### src/rtl/dotser_pkg.sv
package dotser_pkg;
    // default cell geometry
    localparam int DOTS_PER_CELL = 10;
    localparam int GEN_WORD_W    = 8;
    // position of the graphic-extension flag inside the word
    localparam int EXT_FLAG_BIT  = 0;
endpackage

### src/rtl/dotser_divider.sv
module dotser_divider #(
    parameter int CELL_DOTS = dotser_pkg::DOTS_PER_CELL
) (
    input  logic clk,
    input  logic rst_n,
    output logic load_o,
    output logic char_clk_o
);
    localparam int CNT_W = (CELL_DOTS > 1) ? $clog2(CELL_DOTS) : 1;
    localparam logic [CNT_W-1:0] LAST = CNT_W'(CELL_DOTS - 1);
    localparam logic [CNT_W-1:0] HALF = CNT_W'(CELL_DOTS / 2);

    typedef struct packed {
        logic [CNT_W-1:0] cnt;
        logic             cc;
    } div_state_t;

    div_state_t st_d, st_q;

    always_comb begin
        st_d = st_q;
        if (st_q.cnt == LAST) begin
            st_d.cnt = '0;
        end else begin
            st_d.cnt = st_q.cnt + 1'b1;
        end
        st_d.cc = (st_d.cnt < HALF);
    end

    always_ff @(posedge clk or negedge rst_n) begin
        if (!rst_n) begin
            st_q.cnt <= '0;
            st_q.cc  <= 1'b1;
        end else begin
            st_q <= st_d;
        end
    end

    assign load_o     = (st_q.cnt == LAST);
    assign char_clk_o = st_q.cc;
endmodule

### src/rtl/dotser_expand.sv
module dotser_expand #(
    parameter int WORD_W    = dotser_pkg::GEN_WORD_W,
    parameter int CELL_DOTS = dotser_pkg::DOTS_PER_CELL,
    parameter int EXT_BIT   = dotser_pkg::EXT_FLAG_BIT
) (
    input  logic [WORD_W-1:0]    word_i,
    output logic [CELL_DOTS-1:0] cell_o
);
    localparam int PAD = CELL_DOTS - WORD_W;

    logic fill_dot;
    assign fill_dot = word_i[EXT_BIT] & word_i[WORD_W-1];

    // the word occupies the leading dot positions, MSB first
    assign cell_o[CELL_DOTS-1 -: WORD_W] = word_i;

    generate
        if (PAD > 0) begin : g_pad
            for (genvar i = 0; i < PAD; i++) begin : g_fill
                assign cell_o[i] = fill_dot;
            end
        end
    endgenerate
endmodule

### src/rtl/dotser_shifter.sv
module dotser_shifter #(
    parameter int CELL_DOTS = dotser_pkg::DOTS_PER_CELL
) (
    input  logic                 clk,
    input  logic                 rst_n,
    input  logic                 load_i,
    input  logic [CELL_DOTS-1:0] cell_i,
    output logic                 dot_o
);
    typedef struct packed {
        logic [CELL_DOTS-1:0] sh;
    } shf_state_t;

    shf_state_t st_d, st_q;

    always_comb begin
        st_d = st_q;
        if (load_i) begin
            st_d.sh = cell_i;
        end else begin
            st_d.sh = {st_q.sh[CELL_DOTS-2:0], 1'b0};
        end
    end

    always_ff @(posedge clk or negedge rst_n) begin
        if (!rst_n) begin
            st_q.sh <= '0;
        end else begin
            st_q <= st_d;
        end
    end

    assign dot_o = st_q.sh[CELL_DOTS-1];
endmodule

### src/rtl/dot_serializer.sv
module dot_serializer #(
    parameter int CELL_DOTS = dotser_pkg::DOTS_PER_CELL,
    parameter int WORD_W    = dotser_pkg::GEN_WORD_W
) (
    input  logic              clk,
    input  logic              rst_n,
    input  logic [WORD_W-1:0] pattern,
    output logic              dot,
    output logic              char_clk,
    output logic              load
);
    logic [CELL_DOTS-1:0] cell_bits;
    logic                 load_w;

    dotser_divider #(.CELL_DOTS(CELL_DOTS)) u_div (
        .clk        (clk),
        .rst_n      (rst_n),
        .load_o     (load_w),
        .char_clk_o (char_clk)
    );

    dotser_expand #(
        .WORD_W    (WORD_W),
        .CELL_DOTS (CELL_DOTS),
        .EXT_BIT   (dotser_pkg::EXT_FLAG_BIT)
    ) u_exp (
        .word_i (pattern),
        .cell_o (cell_bits)
    );

    dotser_shifter #(.CELL_DOTS(CELL_DOTS)) u_shf (
        .clk    (clk),
        .rst_n  (rst_n),
        .load_i (load_w),
        .cell_i (cell_bits),
        .dot_o  (dot)
    );

    assign load = load_w;
endmodule

### config.mk
export PLATFORM = sky130hd
export DESIGN_NAME = dot_serializer
export DESIGN_NICKNAME = d
export VERILOG_FILES = /design/src/rtl/dotser_pkg.sv /design/src/rtl/dotser_divider.sv /design/src/rtl/dotser_expand.sv /design/src/rtl/dotser_shifter.sv /design/src/rtl/dot_serializer.sv
export SDC_FILE = /design/constraint.sdc
export NUM_CORES = 1
export LEC_CHECK = 0
export BUFFER_PORTS_ARGS = -buffer_cell sky130_fd_sc_hd__clkbuf_2
export CORE_AREA = 2 2 39 41
export DETAILED_ROUTE_END_ITERATION = 7
export DIE_AREA = 0 0 41 43
export PLACE_DENSITY_LB_ADDON = 0.3
export SYNTH_ARGS = -nofsm -noshare
export SYNTH_HDL_FRONTEND = slang
export SYNTH_SLANG_ARGS = --single-unit
### constraint.sdc
create_clock -name clk -period 2.98 [get_ports clk]
set_clock_uncertainty 0.2 [all_clocks]
set_input_delay 0.298 -clock clk [delete_from_list [all_inputs] [get_ports clk]]
set_output_delay 0.298 -clock clk [all_outputs]
set_load 0.02 [all_outputs]
After elaboration in Yosys (flattened, before gate mapping)
Index checks and enable logic that the tools add are counted.
{ "op_classes": {"addsub": 1, "n_lt_le_gt_ge": 1, "n_eq_ne": 1, "n_mux": 2, "bitwise": 1} }
{ "ops": {"columns": ["op", "n"], "rows": [
  ["10-bit two-way mux", 1],
  ["4-bit by 1-bit adder with 4-bit output, second input constant", 1],
  ["4-bit equality test, second input constant", 1],
  ["4-bit by 3-bit less-than comparator with 1-bit output, second input constant", 1],
  ["4-bit two-way mux", 1],
  ["1-bit AND", 1]
]} }
{ "totals": {"register_bits": 15, "input_bits": 10, "output_inout_bits": 3, "word_cells": 9} }

Depth between registers and ports, before layout
{ "logic_depth": {"ltp_word": 3, "ltp_mapped": 3, "mapped_depth_nobuf": 3} }

Cells and area by module
A second synthesis with hierarchy kept.
{ "unflattened": {"hier_cells": 51, "hier_area_um2": 705.7} }
{ "modules_own_cells": {"columns": ["mod", "n_inst", "cells_each", "area_per_inst_um2"], "rows": [
  ["dotser_shifter", 1, 21, 404.1],
  ["dotser_divider", 1, 19, 220.2],
  ["dotser_expand", 1, 11, 81.3]
]} }

Least setup slack after synthesis
No wires, ideal clock.
{ "synth_path": {"path_type": "register -> register", "start": "register u_div.st_q[3] (netlist name)", "end": "register u_shf.st_q[2] (netlist name)", "arrival_time_ps": 1203, "setup_slack_ps": 1451, "stages_incl_launch_ff": 4, "period_less_slack_ps": 1529, "cell_sequence": "dfrtp_1 -> and4bb_2 -> buf_6 -> mux2_4"} }
{ "synth_lines": {"columns": ["element", "line", "rtl"], "rows": [
  ["start, declared", "dotser_divider.sv:18", "div_state_t st_d, st_q;"],
  ["start signal, assigned", "dotser_divider.sv:35", "st_q <= st_d;"],
  ["end signal, assigned", "dotser_shifter.sv:29", "st_q <= st_d;"],
  ["end, declared", "dotser_shifter.sv:14", "shf_state_t st_d, st_q;"]
]} }

Worst setup path after layout
{ "layout_path": {"start": "register u_div.st_q[3] (netlist name)", "end": "output load"} }
{ "layout_between": {"elab_chain_cells": 1} }
{ "layout_lines": {"columns": ["element", "line", "rtl"], "rows": [
  ["4-bit equality test", "dotser_divider.sv:39", "assign load_o = (st_q.cnt == LAST);"],
  ["end, declared", "dot_serializer.sv:10", "output logic load"]
]} }
No other way between the ends.

==> metrics.txt <==
Max clock buf depth=2; Setup Viol. Count Final=0; placer congestion estimate=0.7644; # diodes=0; cell family with most CP delay=simple AND/OR/NAND/NOR gates; GRT Util Overall=12.30%; HPWL after DPL=664.3 um; DIE WIDTH=41 um; die area=1763 sq um; unrepaired setup endpoints after global routing=no; Critical Path AT=1530 ps; initial DRC count=9; Hold Vio Cnt, Final=0; total core area=1384 sq um; # port buffers=12; PD cells=468.0 nW/um^2; Worst setup EP type=output port; status=finished clean; Worst-Skew Late Latency=280 ps; Remaining DRCs=0; Yosys top cell by area=dfrtp_1; most common cell after layout, fill and taps aside=dfrtp_1; commonest non-fill, non-tap cells in the layout=14 x dfrtp_1, 12 x clkbuf_2, 8 x mux2_4, 3 x inv_1, 3 x clkbuf_4; Setup Crit Path Kind=reg2out; CTS buffer count=3; setup slack after layout=951.8 ps; max_cap viols=0; CP max stage cell=and4bb_2; Slew @ Worst Pin=362.9 ps; Avg WL per Cell=13.00 um; vias in the first global route=332; clock sink count=15; hold crit path type=in2reg; cell total after placement=68; number of library cell types mapped by synthesis=18; initial antenna violation count=0; cts hold-fix bufs=1; CP cell instances=and4bb_2 -> clkbuf_2; Max stage delay on crit path=560 ps; pre-CTS WS=1259 ps; Initial Util=44.94%; first-pass GRT wire length=1359 um; DR vias=367; final WL=949 um; via-per-instance ratio=5.027; Avg Cell Area, Syn=15.17 sq um; Synth Warn #=0; Post-Layout Cell Count=73; largest net degree at the start of global routing=16; fin crit share=68.06%; post-synthesis register bit count=15; leakage=0.0003921 uW; worst path required time=2480 ps; Top-Level Pins=13; post-cts resize count=0; Die Ht=43 um; gr ovfl total=0; VDD IR max=184.6 uV; post-CTS repair timing setup buffer count=0; CTS Root Cell=clkbuf_4; TritonCTS clock tree=built; Period minus WS final=2028 ps; final hold slack=49.34 ps; Final Cell Area=726.9 sq um; critical-path maximum fanout=11; max-slew violations=0; fraction of layout cells with a size suffix above 1=49.12%; Mapped Nets=51; sequential share of the synthesized area=60.56%; Synth top area share=56.34%; Rows=14; Syn Inst Count=41; largest cells by area after synthesis=dfrtp_1 56%, mux2_4 19%, dfstp_2 4.2%; worst path bufs/invs=1; synthesized cell area=621.8 sq um; H-Tree Depth=1; max frequency=493.1 MHz; Setup TNS Final=0 ps; Worst slew margin=75.80%; Pre-Repair DR Iteration Count=4; fill count=124; Worst-path clk slew=90 ps; Layout Area Growth over Synthesis=16.90%; Final ANT Viol Nets=0; Layout Nets=68; Placed Area=690.7 sq um; CP Launch Type=register
[where the power goes]
| part | switching [uW] | internal, uW | total (uW) | leakage, uW |
|---|---|---|---|---|
| clock | 61.3 | 51.8 | 113 | 0.0000150 |
| combinational | 8.95 | 13.2 | 22.1 | 0.000178 |
| sequential | 0.163 | 205 | 205 | 0.000199 |
[cell usage after synthesis]
master / n
dfrtp_1: 14
o21ai_0: 2
and3_2: 1
o2bb2ai_1: 1
nand2_1: 1
xnor2_1: 1
and2b_2: 1
and4bb_2: 1
dfstp_2: 1
mux2_4: 8
nor2_1: 1
a221o_1: 1
buf_6: 1
inv_1: 3
nor3_1: 1
mux2_2: 1
nand3_1: 1
o21bai_1: 1
[per-layer routing]
layer / up-vias / part of all wire, % / GRT usage (%)
met4: 0 / 0.84 / 10.00
met2: 10 / 44 / 16.25
met5: - / 0 / 0
li1: 177 / - / -
met3: 2 / 6.2 / 4.712
met1: 178 / 48 / 15.12
[worst paths after layout]
kind | startpoint | endpoint | slack (ps) | cells after the start
setup / recovery | u_div.st_q[3] | load | 950 | 2
hold / removal | pattern[5] | u_shf.st_q[7] | 50 | 2
setup reg to reg | u_div.st_q[3] | u_shf.st_q[4] | 1300 | 2
hold reg to reg | u_shf.st_q[4] | u_shf.st_q[5] | 280 | 1
max in group asynchronous | rst_n | u_div.char_clk_o | 2020 | 2
min in group asynchronous | rst_n | u_div.st_q[1] | 260 | 2
[worst reg2reg max path, delay by kind of cell (launching register included)]
family / cells / cell delay, ps
mux: 1 / 350
simple gates: 1 / 560
flops: 1 / 450
[area by class of cell]
| class | instances | area, sq um | share of cell area (%) |
|---|---|---|---|
| sequential | 15 | 376.6 | 51.81 |
| clock buffer | 4 | 26.28 | 3.614 |
| tap | 16 | 20.02 | 2.754 |
| inverter | 3 | 11.26 | 1.549 |
| multi-input combinational | 22 | 222.7 | 30.64 |
| timing repair buffer | 13 | 70.07 | 9.639 |
[sequential cells by signal (all words and copies together), names as in the netlist]
signal / count
u_div.st_q: 4
u_div.char_clk_o: 1
u_shf.st_q: 10
[kinds of logic after synthesis]
kind of cell | Yosys count | synth area share [%]
DFF | 15 | 60.56
muxes | 9 | 21.13
and+or+nand+nor | 7 | 7.442
AOI/OAI and AO/OA | 5 | 5.836
buffers and inverters | 4 | 3.621
xor gates and xnor gates | 1 | 1.409
[stage by stage]
stage,power (uW),utilization (%)
2_1_floorplan,219.0,-
3_3_place_gp,230.5,49.91
3_5_place_dp,230.5,49.91
6_report,340.2,52.53
5_1_grt,360.5,52.53
4_1_cts,343.7,52.53
Note: power is estimated with default switching activity, not from simulation.
